`config.mk`:
```
export PLATFORM = sky130hd
export DESIGN_NAME = setup_sequencer
export DESIGN_NICKNAME = d
export VERILOG_FILES = /design/src/rtl/setup_seq_pkg.sv /design/src/rtl/setup_bank.sv /design/src/rtl/settle_timer.sv /design/src/rtl/seq_fsm.sv /design/src/rtl/setup_sequencer.sv
export SDC_FILE = /design/constraint.sdc
export NUM_CORES = 1
export LEC_CHECK = 0
export BUFFER_PORTS_ARGS = -buffer_cell sky130_fd_sc_hd__buf_2
export CAP_MARGIN = 5
export CELL_PAD_IN_SITES_DETAIL_PLACEMENT = 1
export CELL_PAD_IN_SITES_GLOBAL_PLACEMENT = 1
export CORE_MARGIN = 1.5
export CORE_UTILIZATION = 54
export CTS_CLUSTER_DIAMETER = 60
export DETAILED_ROUTE_END_ITERATION = 8
export PLACE_DENSITY_LB_ADDON = 0.1
export SLEW_MARGIN = 20
export SYNTH_ARGS = -nofsm -noshare
export SYNTH_HDL_FRONTEND = slang
export SYNTH_HIERARCHICAL = 1
export SYNTH_SLANG_ARGS = --single-unit
```
`constraint.sdc`:
```
create_clock -name clk -period 5.95 [get_ports clk]
set_input_delay 0.2975 -clock clk [delete_from_list [all_inputs] [get_ports clk]]
set_output_delay 0.2975 -clock clk [all_outputs]
set_load 0.05 [all_outputs]
```
`src/rtl/setup_seq_pkg.sv`:
```
package setup_seq_pkg;

    typedef struct packed {
        logic [1:0] calsel;
        logic       delay;
        logic       isrc;
        logic [1:0] latch;
        logic [3:0] rate;
        logic       unipolar;
        logic [2:0] gain;
        logic [1:0] chan;
    } setup_t;

    localparam int SETUP_W = $bits(setup_t);

    typedef enum logic [2:0] {
        ST_IDLE,
        ST_LATCH,
        ST_SETTLE,
        ST_REQ,
        ST_WAIT
    } seq_state_t;

endpackage

```
`src/rtl/setup_bank.sv`:
```
module setup_bank
    import setup_seq_pkg::*;
#(
    parameter int NUM_REGS = 4,
    localparam int IDX_W   = $clog2(NUM_REGS),
    localparam int PTR_W   = IDX_W + 1,
    localparam int WORD_W  = 2 * SETUP_W
) (
    input  logic              clk,
    input  logic              rst_n,
    input  logic              wr_en,
    input  logic              wr_burst,
    input  logic [IDX_W-1:0]  wr_idx,
    input  logic [WORD_W-1:0] wr_data,
    input  logic [PTR_W-1:0]  rd_ptr,
    output setup_t            rd_setup
);

    logic [IDX_W-1:0]  burst_ptr;
    logic [IDX_W-1:0]  tgt_idx;
    logic [WORD_W-1:0] regs [NUM_REGS];

    assign tgt_idx = wr_burst ? burst_ptr : wr_idx;

    // burst pointer: steps per burst write, rewinds on any single write
    always_ff @(posedge clk or negedge rst_n) begin
        if (!rst_n) begin
            burst_ptr <= '0;
        end else if (wr_en) begin
            if (!wr_burst)
                burst_ptr <= '0;
            else if (burst_ptr == IDX_W'(NUM_REGS - 1))
                burst_ptr <= '0;
            else
                burst_ptr <= burst_ptr + 1'b1;
        end
    end

    for (genvar g = 0; g < NUM_REGS; g++) begin : g_reg
        always_ff @(posedge clk or negedge rst_n) begin
            if (!rst_n)
                regs[g] <= '0;
            else if (wr_en && tgt_idx == IDX_W'(g))
                regs[g] <= wr_data;
        end
    end

    logic [WORD_W-1:0] sel_word;
    assign sel_word = regs[rd_ptr[PTR_W-1:1]];
    assign rd_setup = rd_ptr[0] ? setup_t'(sel_word[WORD_W-1:SETUP_W])
                                : setup_t'(sel_word[SETUP_W-1:0]);

endmodule

```
`src/rtl/settle_timer.sv`:
```
module settle_timer #(
    parameter int SHORT_CLKS = 1280,
    parameter int LONG_CLKS  = 1536,
    localparam int CNT_W     = $clog2(LONG_CLKS + 1)
) (
    input  logic clk,
    input  logic rst_n,
    input  logic clear,
    input  logic long_sel,
    input  logic run,
    output logic expired
);

    logic [CNT_W-1:0] cnt;
    logic             long_q;

    always_ff @(posedge clk or negedge rst_n) begin
        if (!rst_n) begin
            cnt    <= '0;
            long_q <= 1'b0;
        end else if (clear) begin
            cnt    <= '0;
            long_q <= long_sel;
        end else if (run) begin
            cnt <= cnt + 1'b1;
        end
    end

    assign expired = long_q ? (cnt == CNT_W'(LONG_CLKS - 1))
                            : (cnt == CNT_W'(SHORT_CLKS - 1));

endmodule

```
`src/rtl/seq_fsm.sv`:
```
module seq_fsm
    import setup_seq_pkg::*;
(
    input  logic       clk,
    input  logic       rst_n,
    input  logic       cmd_valid,
    input  logic       cmd_cont,
    input  logic       halt,
    input  logic       meas_ack,
    input  logic       word_valid,
    input  logic       word_settled,
    input  logic       has_delay,
    input  logic       timer_expired,
    output logic       accept,
    output logic       timer_run,
    output logic       meas_req,
    output logic       busy,
    output logic       done
);

    seq_state_t state, state_nx;
    logic       cont_q;
    logic       stop_now;
    logic       word_ok;

    assign accept   = (state == ST_IDLE) && cmd_valid;
    assign stop_now = halt && cont_q;
    assign word_ok  = word_valid && (cont_q || word_settled);

    always_comb begin
        state_nx = state;
        unique case (state)
            ST_IDLE:   if (cmd_valid) state_nx = ST_LATCH;
            ST_LATCH:  if (stop_now) state_nx = ST_IDLE;
                       else state_nx = has_delay ? ST_SETTLE : ST_REQ;
            ST_SETTLE: if (stop_now) state_nx = ST_IDLE;
                       else if (timer_expired) state_nx = ST_REQ;
            ST_REQ:    if (stop_now) state_nx = ST_IDLE;
                       else if (meas_ack) state_nx = ST_WAIT;
            ST_WAIT:   if (stop_now) state_nx = ST_IDLE;
                       else if (word_ok && !cont_q) state_nx = ST_IDLE;
            default:   state_nx = ST_IDLE;
        endcase
    end

    // state register
    always_ff @(posedge clk or negedge rst_n) begin
        if (!rst_n) state <= ST_IDLE;
        else        state <= state_nx;
    end

    // registered outputs and mode
    always_ff @(posedge clk or negedge rst_n) begin
        if (!rst_n) begin
            cont_q <= 1'b0;
            done   <= 1'b0;
        end else begin
            if (accept) cont_q <= cmd_cont;
            done <= (state == ST_WAIT) && word_ok && !stop_now;
        end
    end

    assign timer_run = (state == ST_LATCH) || (state == ST_SETTLE);
    assign meas_req  = (state == ST_REQ);
    assign busy      = (state != ST_IDLE);

endmodule

```
`src/rtl/setup_sequencer.sv`:
```
module setup_sequencer
    import setup_seq_pkg::*;
#(
    parameter int NUM_REGS    = 4,
    parameter int SHORT_CLKS  = 1280,
    parameter int LONG_CLKS   = 1536,
    localparam int IDX_W      = $clog2(NUM_REGS),
    localparam int PTR_W      = IDX_W + 1,
    localparam int WORD_W     = 2 * SETUP_W
) (
    input  logic              clk,
    input  logic              rst_n,
    input  logic              cfg_rate_sel,
    input  logic              cfg_cal_override,
    input  logic              wr_en,
    input  logic              wr_burst,
    input  logic [IDX_W-1:0]  wr_idx,
    input  logic [WORD_W-1:0] wr_data,
    input  logic              cmd_valid,
    input  logic [PTR_W-1:0]  cmd_ptr,
    input  logic              cmd_cont,
    input  logic              halt,
    output logic              meas_req,
    input  logic              meas_ack,
    input  logic              word_valid,
    input  logic              word_settled,
    output logic              done,
    output logic              busy,
    output logic [1:0]        latch_out,
    output logic [1:0]        chan_sel,
    output logic [2:0]        gain_sel,
    output logic [3:0]        rate_sel,
    output logic              unipolar,
    output logic              isrc_en,
    output logic [1:0]        calreg_sel
);

    setup_t picked;
    logic   accept;
    logic   timer_run;
    logic   timer_expired;
    logic   delay_q;

    setup_bank #(.NUM_REGS(NUM_REGS)) u_bank (
        .clk      (clk),
        .rst_n    (rst_n),
        .wr_en    (wr_en),
        .wr_burst (wr_burst),
        .wr_idx   (wr_idx),
        .wr_data  (wr_data),
        .rd_ptr   (cmd_ptr),
        .rd_setup (picked)
    );

    settle_timer #(.SHORT_CLKS(SHORT_CLKS), .LONG_CLKS(LONG_CLKS)) u_timer (
        .clk      (clk),
        .rst_n    (rst_n),
        .clear    (accept),
        .long_sel (cfg_rate_sel),
        .run      (timer_run),
        .expired  (timer_expired)
    );

    seq_fsm u_fsm (
        .clk           (clk),
        .rst_n         (rst_n),
        .cmd_valid     (cmd_valid),
        .cmd_cont      (cmd_cont),
        .halt          (halt),
        .meas_ack      (meas_ack),
        .word_valid    (word_valid),
        .word_settled  (word_settled),
        .has_delay     (delay_q),
        .timer_expired (timer_expired),
        .accept        (accept),
        .timer_run     (timer_run),
        .meas_req      (meas_req),
        .busy          (busy),
        .done          (done)
    );

    // setup fields captured onto the outputs at acceptance
    always_ff @(posedge clk or negedge rst_n) begin
        if (!rst_n) begin
            latch_out  <= '0;
            chan_sel   <= '0;
            gain_sel   <= '0;
            rate_sel   <= '0;
            unipolar   <= 1'b0;
            isrc_en    <= 1'b0;
            calreg_sel <= '0;
            delay_q    <= 1'b0;
        end else if (accept) begin
            latch_out  <= picked.latch;
            chan_sel   <= picked.chan;
            gain_sel   <= picked.gain;
            rate_sel   <= picked.rate;
            unipolar   <= picked.unipolar;
            isrc_en    <= picked.isrc;
            calreg_sel <= cfg_cal_override ? picked.calsel : picked.chan;
            delay_q    <= picked.delay;
        end
    end

endmodule

```
==> impl_summary.txt, run 1 <==
----------------------------------------------------
[Worst hold path]
  Path category of the worst min-delay check ... in2async

[GRT]
  Largest net degree at the start of global routing ... 103
  Antenna violations before repair ... 1
  Via count of the first global-routing pass ... 4,848
  Wire length of the first global-routing pass ... 26,400 um
  Residual overflow from global routing ... 0
  Tot GR Track Use ... 24.1%

[Timing]
  Tightest hold margin ... -35.7 ps
  RSZ-0062 raised after global routing ... false
  Max-slew violation count ... 0
  Final Hold Vio Count ... 11
  Shortest clock period the worst path allows after layout ... 2820 ps
  Slew Limit Headroom ... 27.7%
  Final worst path period share ... 47.4%
  Final Setup Violations ... 0
  Worst-Margin Slew ... 1080 ps
  Skew final ... 10.2 ps
  Sum Neg Setup Slack ... 0 ps
  F_max ... 355 MHz

[Clocking]
  CTS Sinks ... 163
  Master cell of the clock root buffer ... sky130_fd_sc_hd__clkbuf_16
  TritonCTS buffer count ... 17
  Number of H-tree branching levels ... 4
  Clock insertion delay at the later pin of the skew report ... 420 ps
  Hold buffer count at CTS ... 0
  CTS tree ... done
  Count of instances resized after the clock tree is built ... 0
  Number of setup buffers added after CTS ... 0
  Clock slew seen by the registers of the worst setup and hold paths ... 70 ps
  Maximum clock path buffer count ... 2

[Setup path]
  Required time at the worst-slack endpoint ... 6250 ps
  Series of cell instances along the critical path ... or3_4, nor2_4, o211ai_1, nor4_1, mux2_2
  Endpoint arrival time on the critical path ... 3120 ps
  Family of cells with the greatest summed delay on the critical path ... simple AND/OR/NAND/NOR gates
  Category of the worst setup path capture point ... register
  Buf+Inv Stages, Crit Path ... 0
  Slowest cell on the critical path ... sky130_fd_sc_hd__nor2_4
  Crit path kind ... reg2reg
  Delay of the slowest cell on the worst path ... 820 ps
  Crit Path Max Fanout ... 34
  Critical Path Source Type ... register

[Floorplanning]
  Width of the chip ... 121 um
  Die boundary height ... 121 um
  Number of standard-cell rows in the floorplan ... 43
  Area of the core ... 13,800 sq um
  Die Area ... 14,700 sq um
  Initial core utilization ... 55.0%
  Count of pins on the block boundary ... 67

[Detailed routing]
  Overall via count from detail_route ... 4,298
  DRC marker count from the first detailed-route iteration ... 232
  First-pass iteration count of the detailed router ... 4
  Final WL ... 16,000 um
  Post-route ant nets ... 0
  DR vias/cell ... 5.85
  Per-cell routed wire length ... 21.8 um
  DRC Markers ... 0

[Synthesis]
  Seq/Total Area, Yosys ... 53.9%
  Count of yosys warnings during synthesis ... 6
  Count of distinct cell types in the synthesized netlist ... 45
  Post-synthesis async set-or-reset flop share ... 100%
  Count of flip-flops with a built-in enable after synthesis ... 0
  Count of mapped cells out of synthesis ... 478
  Post-synthesis area per instance ... 15.8 sq um
  Number of synthesized register bits ... 163
  Most common flop cell mapped by yosys ... sky130_fd_sc_hd__dfrtp_1
  Synth Cell Area ... 7570 sq um
  Net count after synthesis ... 528

[Power and ir drop]
  PwrDens ... 461 nW/um^2
  Static Leakage ... 0.00363 uW
  Total power consumption of the routed design ... 3930 uW
  Worst-case vdd ir drop ... 0.000263 V

[Finish]
  Area taken by flip-flops and latches ... 4080 sq um
  Commonest non-fill, non-tap cells in the layout ... sky130_fd_sc_hd__dfrtp_1 (163), sky130_fd_sc_hd__mux2_2 (138), sky130_fd_sc_hd__buf_2 (65)
  Area Growth Syn to Fin ... 12.7%
  Multi-input combinational cell area ... 3240 sq um
  Number of inserted filler cells in the final layout ... 1,280
  Layout cell share with drive strength beyond 1 ... 54.4%
  Antenna cell count ... 0
  Leading cell type in the layout, fill and taps excluded ... sky130_fd_sc_hd__dfrtp_1
  Final net count ... 592

[Place]
  IO buf count ... 66
  Routability Congestion ... 0.781
  DP Wirelength ... 9500 um

[Outcome]
  Status ... finished with violations
  Failing checks ... negative hold slack

[Flow run]
  # Max-Cap Violations ... 0

----------------------------------------------------
==> per-layer routing <==
layer,track usage (%),share of wire (%),vias to the layer above
met1,31.1,42,2314
li1,-,-,1906
met2,41.0,53,65
met5,0,0.081,-
met4,6.25,0.74,2
met3,5.73,3.4,11
==> layout make-up <==
class	count	area share (%)
Timing Repair Buffer	72	4.47
Clock inverter	9	1.10
Inverter	6	0.264
Tap cell	180	2.64
Clock buffer	23	5.72
Multi-Input combinational cell	282	38.0
Sequential cell	163	47.8
==> synth_stat cells (2+ instances only) <==
master / number / share of area [%]
sky130_fd_sc_hd__mux2_1: 3 / 0.45
sky130_fd_sc_hd__dfrtp_1: 163 / 54
sky130_fd_sc_hd__nor2_1: 11 / 0.55
sky130_fd_sc_hd__nand2b_1: 3 / 0.25
sky130_fd_sc_hd__a21oi_1: 9 / 0.59
sky130_fd_sc_hd__o31ai_1: 4 / 0.40
sky130_fd_sc_hd__mux2_2: 138 / 21
sky130_fd_sc_hd__nand4_1: 3 / 0.25
sky130_fd_sc_hd__nor4_1: 2 / 0.17
sky130_fd_sc_hd__or3_1: 2 / 0.17
sky130_fd_sc_hd__buf_2: 3 / 0.20
sky130_fd_sc_hd__mux2_4: 20 / 4.0
sky130_fd_sc_hd__xor2_1: 2 / 0.23
sky130_fd_sc_hd__or4_1: 4 / 0.40
sky130_fd_sc_hd__o32ai_4: 2 / 0.73
sky130_fd_sc_hd__inv_1: 6 / 0.30
sky130_fd_sc_hd__mux2i_1: 4 / 0.53
sky130_fd_sc_hd__nand2_1: 9 / 0.45
sky130_fd_sc_hd__xnor2_1: 3 / 0.35
sky130_fd_sc_hd__o211ai_1: 2 / 0.20
sky130_fd_sc_hd__nand3_1: 4 / 0.26
sky130_fd_sc_hd__nand3b_1: 2 / 0.20
sky130_fd_sc_hd__clkbuf_1: 6 / 0.30
sky130_fd_sc_hd__nor3_1: 3 / 0.20
sky130_fd_sc_hd__buf_4: 4 / 0.40
sky130_fd_sc_hd__mux4_2: 32 / 9.5
sky130_fd_sc_hd__buf_6: 12 / 1.8
sky130_fd_sc_hd__o21ai_0: 5 / 0.33
==> registers in the layout, indices dropped and copies added, names as in the netlist, 2 cells and up <==
register,flops
calreg_sel,2
u_bank/burst_ptr,2
u_timer/cnt,11
chan_sel,2
rate_sel,4
latch_out,2
u_bank/regs,128
u_fsm/state,3
gain_sel,3
==> worst register-to-register path, delay by kind of cell, from the launching register on <==
kind	cells	cell delay, ps
flops	1	430
simple gates	3	1510
compound gates	1	400
mux	1	370
==> worst paths after layout <==
kind                       slack [ps]            start  depth (start not counted)               to
max reg2reg                      3130   u_fsm/state[1]                          5   u_timer/cnt[9]
min in group clk                  100         cmd_cont                          2     u_fsm/cont_q
max                              3130   u_fsm/state[1]                          5   u_timer/cnt[9]
min                               -40            rst_n                          1  u_bank/regs[66]
max in group asynchronous        4620            rst_n                          2  u_bank/regs[34]
min reg2reg                       500  u_bank/regs[60]                          1  u_bank/regs[60]
==> kinds of logic (layout without fill, tap and decap cells) <==
| logic type | after synthesis | in the layout | synth area share (%) |
|---|---|---|---|
| mux | 197 | 197 | 35.0 |
| flops | 163 | 163 | 53.9 |
| simple gates | 52 | 52 | 3.98 |
| buf+inv | 33 | 110 | 3.44 |
| compound gates | 27 | 27 | 2.99 |
| xor+xnor | 5 | 5 | 0.578 |
| fa+ha+maj | 1 | 1 | 0.165 |
==> where the power goes <==
group          internal (uW)  switching, uW
clock network            626            443
logic                    582            571
registers               1480            231
==> per-stage QoR <==
step                      area, sq um  cells  utilization (%)  setup WS, ps
final                            8530    735             61.9          3130
after global routing             8530    735             61.9          2930
after CTS                        8530    735             61.9          3060
after detailed placement         7950    703             57.7          3170
after global placement           7950    703             57.7          3280
after floorplan                  7570    478                -          3960
(Power assumes the default switching activity.)
==> run 2, diff against run 1 <==
Settings changed: CORE_UTILIZATION 54 to 50.
Clock period 5.95 ns to 3 ns, I/O delays scaled along.
==> run 2 against run 1 <==
Against the previous run: sequential cell count did not move; core utilization fell by 1.9 points; the flow now finishes without violations; largest power group unchanged; global-route usage fell by 2.1 points; maximum frequency rose by 28%.
==> impl_summary.txt, run 2 (synthesis gave the netlist of run 1 again) <==
----------------------------------------------------
[Outcome]
  Status ... finished clean

[Detailed routing]
  Final WL ... 15,800 um
  DRC Markers ... 0
  Post-route met1 wirelength ... 6690 um
  Uppermost metal layer occupied by signal nets ... met5
  Post-route ant nets ... 0
  DR vias/cell ... 5.70
  Detail Route met3 WL ... 518 um
  Routed wl met2 ... 8370 um
  First-pass iteration count of the detailed router ... 6
  Per-cell routed wire length ... 20.7 um
  DRC marker count from the first detailed-route iteration ... 161
  Overall via count from detail_route ... 4,352

[Power and ir drop]
  Worst-case vdd ir drop ... 0.000488 V
  Total power consumption of the routed design ... 7780 uW
  Static Leakage ... 0.00374 uW
  PwrDens ... 885 nW/um^2

[Finish]
  Multi-input combinational cell area ... 3240 sq um
  Area taken by flip-flops and latches ... 4080 sq um
  Area Growth Syn to Fin ... 16.2%
  Commonest non-fill, non-tap cells in the layout ... sky130_fd_sc_hd__dfrtp_1 (163), sky130_fd_sc_hd__mux2_2 (138), sky130_fd_sc_hd__buf_2 (65)
  Largest regs ... u_bank/regs: 128 flops, u_timer/cnt: 11 flops, rate_sel: 4 flops
  Leading cell type in the layout, fill and taps excluded ... sky130_fd_sc_hd__dfrtp_1
  Final net count ... 616
  Antenna cell count ... 0
  Layout cell share with drive strength beyond 1 ... 53.0%
  Post-layout util ... 60.1%
  Number of inserted filler cells in the final layout ... 1,393
  Flip-flop count of the largest register after layout ... 128
  Top register by number of flip-flops ... u_bank/regs

[Clocking]
  CTS tree ... done
  Hold buffer count at CTS ... 19
  TritonCTS buffer count ... 17
  Count of instances resized after the clock tree is built ... 0
  Number of H-tree branching levels ... 4
  Clock insertion delay at the later pin of the skew report ... 420 ps
  CTS Sinks ... 163
  Number of setup buffers added after CTS ... 0
  Clock slew seen by the registers of the worst setup and hold paths ... 60 ps
  Master cell of the clock root buffer ... sky130_fd_sc_hd__clkbuf_16
  Maximum clock path buffer count ... 2

[Setup path]
  Crit path kind ... reg2reg
  Length in cells of the worst reg-to-reg path ... 5
  Required time at the worst-slack endpoint ... 3330 ps
  Crit Path Max Fanout ... 6
  Critical R2R Launch ... u_fsm/state[0]
  Delay of the slowest cell on the worst path ... 500 ps
  Slowest cell on the critical path ... sky130_fd_sc_hd__or4_1
  Total stage count of the critical path ... 5
  RR Endpoint ... u_timer/cnt[5]
  Crit-path most repeated cell ... sky130_fd_sc_hd__a21oi_1
  CP endpoint ... u_timer/cnt[5]
  Critical Path Source Type ... register
  Buf+Inv Stages, Crit Path ... 0
  Category of the worst setup path capture point ... register
  Reg-to-reg slack, setup ... 800 ps
  Series of cell instances along the critical path ... or2b_1, a21oi_1, o211ai_1, or4_1, a21oi_1
  Family of cells with the greatest summed delay on the critical path ... compound AO/OA/AOI/OAI gates
  Endpoint arrival time on the critical path ... 2530 ps
  Worst Setup SP ... u_fsm/state[0]

[Place]
  IO buf count ... 66
  Routability Congestion ... 0.701
  DP Wirelength ... 10,000 um
  Pre-CTS setup slack ... 806 ps

[GRT]
  Wire length of the first global-routing pass ... 26,600 um
  Largest net degree at the start of global routing ... 67
  Antenna violations before repair ... 1
  Residual overflow from global routing ... 0
  Tot GR Track Use ... 22.0%
  Via count of the first global-routing pass ... 4,952

[Timing]
  F_max ... 455 MHz
  Sum Neg Setup Slack ... 0 ps
  RSZ-0062 raised after global routing ... false
  Setup slack after layout ... 803 ps
  Worst-Margin Slew ... 721 ps
  Shortest clock period the worst path allows after layout ... 2200 ps
  Tightest hold margin ... 13.8 ps
  Slew Limit Headroom ... 51.9%
  Final Setup Violations ... 0
  Max-slew violation count ... 0
  Skew final ... 7.50 ps
  Final worst path period share ... 73.2%
  Final Hold Vio Count ... 0

[Floorplanning]
  Die boundary height ... 126 um
  Area of the core ... 14,600 sq um
  Die Area ... 15,900 sq um
  Number of standard-cell rows in the floorplan ... 44
  Count of pins on the block boundary ... 67
  Initial core utilization ... 51.7%
  Width of the chip ... 126 um

[Flow run]
  # Max-Cap Violations ... 0

[Worst hold path]
  Path category of the worst min-delay check ... in2reg
  Depth of the worst hold-timing path ... 2

----------------------------------------------------
run 2: changes by cell type in the layout (fill, tap and decap cells not counted), sizes merged:
cell         previous run  this run
clkbuf                 23        20
buf                    72        77
clkinv                  3         5
bufinv                  1         2
dlygate4sd3             0        19
clkinvlp                2         4
inv                     9         7
run 2: layout make-up:
cell class | instances | share of cell area [%]
flip-flops and latches | 163 | 46.4
multi-input cells | 282 | 36.8
repair buffers | 96 | 7.35
clock buffers | 20 | 5.08
well taps | 184 | 2.62
clock inverters | 12 | 1.49
inverters | 6 | 0.256
run 2: stage by stage:
stage	cells	area [sq um]
after floorplan	478	7570
after global placement	712	8030
after detailed placement	712	8030
after CTS	763	8800
after global routing	763	8800
final	763	8800
run 2: worst reg2reg max path: cells and delay by family (launching register included):
family          cells  cell delay (ps)
compound gates      3              910
simple gates        2              780
flops               1              430
run 2: worst min path at each step:
stage	startpoint	to	slack, ps
after floorplan	rst_n	calreg_sel[0]	-150
after CTS	wr_data[6]	u_bank/regs[70]	0.3
after global placement	rst_n	gain_sel[1]	170
final	wr_data[6]	u_bank/regs[6]	10
after global routing	wr_data[6]	u_bank/regs[6]	7
after detailed placement	rst_n	u_bank/regs[3]	180
run 2: routing by layer:
metal / vias up / GRT usage, %
li1: 1951 / -
met1: 2310 / 27.2
met2: 70 / 38.5
met3: 19 / 4.80
met4: 2 / 7.17
met5: - / 0
run 2: power breakdown:
group | switching (uW) | internal [uW]
clock network | 864 | 1250
registers | 440 | 2940
logic | 1110 | 1180
total | 2420 | 5370
==> run 3, diff against run 2 <==
Settings changed: ABC_AREA set to 1, CORE_UTILIZATION 50 to 44.
Clock period 3 ns to 2.1 ns, I/O delays scaled along.
==> run 3 against run 2 <==
Against the previous run: sequential share of layout area decreased by 6.5 points; cell count increased by 110%; clock power increased by 62%; maximum frequency increased by 27%; largest cell class unchanged; largest power group unchanged; sequential cell count did not move.
==> impl_summary.txt, run 3 <==
----------------------------------------------------
[Finish]
  Leading cell type in the layout, fill and taps excluded ... sky130_fd_sc_hd__nand2_1
  Area Growth Syn to Fin ... 18.9%
  Top register by number of flip-flops ... u_bank/regs
  Antenna cell count ... 0
  Number of inserted filler cells in the final layout ... 2,482
  Post-layout util ... 54.0%
  Layout cell share with drive strength beyond 1 ... 11.2%
  Largest regs ... u_bank/regs: 128 flops, u_timer/cnt: 11 flops, rate_sel: 4 flops
  Flip-flop count of the largest register after layout ... 128
  Final net count ... 1,366
  Commonest non-fill, non-tap cells in the layout ... sky130_fd_sc_hd__nand2_1 (591), sky130_fd_sc_hd__inv_1 (163), sky130_fd_sc_hd__dfrtp_1 (163)

[Outcome]
  Status ... finished clean

[Synthesis]
  Count of distinct cell types in the synthesized netlist ... 24
  Post-synth top area cell ... sky130_fd_sc_hd__dfrtp_1
  Top cell type's share of synthesized area ... 47.3%
  Ranking of synthesized cells by area ... sky130_fd_sc_hd__dfrtp_1 (47%), sky130_fd_sc_hd__nand2_1 (26%), sky130_fd_sc_hd__nand4_1 (7.3%)
  Most common flop cell mapped by yosys ... sky130_fd_sc_hd__dfrtp_1
  Count of mapped cells out of synthesis ... 1,233
  Post-synthesis async set-or-reset flop share ... 100%
  Seq/Total Area, Yosys ... 47.3%
  Most instantiated cells after synthesis ... sky130_fd_sc_hd__nand2_1 (593), sky130_fd_sc_hd__dfrtp_1 (163), sky130_fd_sc_hd__inv_1 (163)
  Net count after synthesis ... 1,283
  Count of flip-flops with a built-in enable after synthesis ... 0
  Count of yosys warnings during synthesis ... 6
  Most numerous cell in the Yosys netlist ... sky130_fd_sc_hd__nand2_1
  Post-synthesis area per instance ... 6.99 sq um
  Synth Cell Area ... 8620 sq um
  Number of synthesized register bits ... 163

[Timing]
  Shortest clock period the worst path allows after layout ... 1730 ps
  Tightest hold margin ... 2.71 ps
  Slew Limit Headroom ... 62.9%
  Skew final ... 11.7 ps
  Final Setup Violations ... 0
  Final Hold Vio Count ... 0
  Sum Neg Setup Slack ... 0 ps
  RSZ-0062 raised after global routing ... false
  Worst-Margin Slew ... 557 ps
  F_max ... 578 MHz
  Final worst path period share ... 82.4%
  Max-slew violation count ... 0
  Setup slack after layout ... 369 ps

[Setup path]
  Critical Path Source Type ... register
  Endpoint arrival time on the critical path ... 2060 ps
  Crit path kind ... reg2reg
  Crit Path Max Fanout ... 10
  Required time at the worst-slack endpoint ... 2430 ps
  Category of the worst setup path capture point ... register

[Floorplanning]
  Area of the core ... 19,000 sq um
  Count of pins on the block boundary ... 67
  Width of the chip ... 143 um
  Number of standard-cell rows in the floorplan ... 50
  Die Area ... 20,400 sq um
  Initial core utilization ... 45.5%
  Die boundary height ... 143 um

[Place]
  DP Wirelength ... 17,000 um
  Routability Congestion ... 0.848
  IO buf count ... 66
  Pre-CTS setup slack ... 381 ps

[Clocking]
  Master cell of the clock root buffer ... sky130_fd_sc_hd__clkbuf_16
  Count of instances resized after the clock tree is built ... 0
  CTS Sinks ... 163
  Clock slew seen by the registers of the worst setup and hold paths ... 60 ps
  CTS tree ... done
  Number of H-tree branching levels ... 4
  TritonCTS buffer count ... 17
  Number of setup buffers added after CTS ... 0
  Clock insertion delay at the later pin of the skew report ... 430 ps
  Maximum clock path buffer count ... 2

[Power and ir drop]
  Part of the power in the clock network ... 29.0%
  PwrDens ... 1150 nW/um^2
  Net switching power ... 4510 uW
  Portion of total power attributed to sequential cells ... 39.8%
  Static Leakage ... 0.00585 uW
  Switching Share ... 38.3%
  P_int ... 7270 uW
  Combinational power share ... 31.2%
  Worst-case vdd ir drop ... 0.000601 V

[Detailed routing]
  Overall via count from detail_route ... 8,237
  DR vias/cell ... 5.18
  DRC marker count from the first detailed-route iteration ... 418
  Per-cell routed wire length ... 17.5 um
  Post-route ant nets ... 0
  Final WL ... 27,800 um
  DRC Markers ... 0
  First-pass iteration count of the detailed router ... 4

[GRT]
  Via count of the first global-routing pass ... 8,734
  Tot GR Track Use ... 29.1%
  Met1 capacity usage during global routing ... 36.2%
  Antenna violations before repair ... 0
  Residual overflow from global routing ... 0
  Largest net degree at the start of global routing ... 55
  Met2 Usage GRT ... 52.3%
  Most used routing layer ... met2
  Met3 routing resource usage after global routing ... 3.89%
  Wire length of the first global-routing pass ... 45,100 um

[Worst hold path]
  Path category of the worst min-delay check ... in2reg

[Flow run]
  # Max-Cap Violations ... 0

----------------------------------------------------
[run 3: changes by cell type after synthesis, moves of 6 or more]
cell | previous run | this run
sky130_fd_sc_hd__nand2_1 | 9 | 593
sky130_fd_sc_hd__inv_1 | 6 | 163
sky130_fd_sc_hd__mux2_2 | 138 | 0
sky130_fd_sc_hd__nand4_1 | 3 | 101
sky130_fd_sc_hd__nand3_1 | 4 | 85
sky130_fd_sc_hd__buf_2 | 3 | 36
sky130_fd_sc_hd__mux4_2 | 32 | 0
sky130_fd_sc_hd__mux2_4 | 20 | 0
sky130_fd_sc_hd__clkbuf_1 | 6 | 24
sky130_fd_sc_hd__buf_6 | 12 | 1
sky130_fd_sc_hd__nor2_1 | 11 | 18
sky130_fd_sc_hd__buf_1 | 0 | 6
[run 3: worst paths after layout]
kind / start / end / slack (ps) / cells after the start
max in group asynchronous: rst_n / rate_sel[3] / 1170 / 3
min in group asynchronous: rst_n / u_bank/regs[101] / 210 / 2
worst min-delay path: cfg_cal_override / calreg_sel[1] / 3 / 4
worst max-delay path: u_fsm/state[1] / u_timer/cnt[9] / 370 / 10
worst max register to register: u_fsm/state[1] / u_timer/cnt[9] / 370 / 10
worst min register to register: u_bank/regs[99] / u_bank/regs[99] / 470 / 2
[run 3: timing repair]
action,in CTS,in global routing
hold buffers,38,0
setup endpoints to repair,0,0
hold endpoints to repair,182,0
[run 3: cell type report]
| class | count | area, sq um | area share, % |
|---|---|---|---|
| flip-flops and latches | 163 | 4080 | 39.8 |
| multi-input cells | 830 | 3570 | 34.9 |
| repair buffers | 136 | 997 | 9.74 |
| inverters | 168 | 631 | 6.16 |
| clock buffers | 18 | 439 | 4.29 |
| well taps | 260 | 325 | 3.18 |
| clock inverters | 14 | 201 | 1.97 |
[run 3: metrics by stage]
stage | std cells | power (uW) | cell area (sq um)
6_report | 1589 | 11800 | 10200
3_5_place_dp | 1519 | 8300 | 9220
3_3_place_gp | 1519 | 8130 | 9220
2_1_floorplan | 1233 | 7180 | 8620
4_1_cts | 1589 | 11800 | 10200
5_1_grt | 1589 | 12600 | 10200
[run 3: power groups by stage]
stage / clock network [uW] / logic [uW] / registers (uW)
2_1_floorplan: 0 / 2190 / 4990
3_3_place_gp: 0 / 3460 / 4680
3_5_place_dp: 0 / 3580 / 4720
4_1_cts: 3470 / 3700 / 4680
5_1_grt: 3580 / 4170 / 4800
6_report: 3410 / 3680 / 4690
[run 3: logic make-up after synthesis]
group | synth area share (%)
and+or+nand+nor | 40.1
buffers and inverters | 11.3
DFF | 47.3
AOI/OAI and AO/OA | 0.929
xor gates and xnor gates | 0.203
adders and majority gates | 0.145
[run 3: critical path: stages (launching register included)]
cell and delay [ps]:
sky130_fd_sc_hd__dfrtp_1 440, sky130_fd_sc_hd__nor2_2 190, sky130_fd_sc_hd__nand3_1 80, sky130_fd_sc_hd__inv_1 290
sky130_fd_sc_hd__nor2_2 140, sky130_fd_sc_hd__nor2_1 140, sky130_fd_sc_hd__nand3_1 90, sky130_fd_sc_hd__nand2_1 90
sky130_fd_sc_hd__nand2_1 60, sky130_fd_sc_hd__nand2_1 60, sky130_fd_sc_hd__inv_1 40
[run 3: per-layer routing]
metal  vias up  wire (um)  share of wire, %
met4         0        479               1.7
met3        35        817               2.9
met1      4081      12300                44
li1       3977          -                 -
met2       144      14200                51
met5         -          0                 0
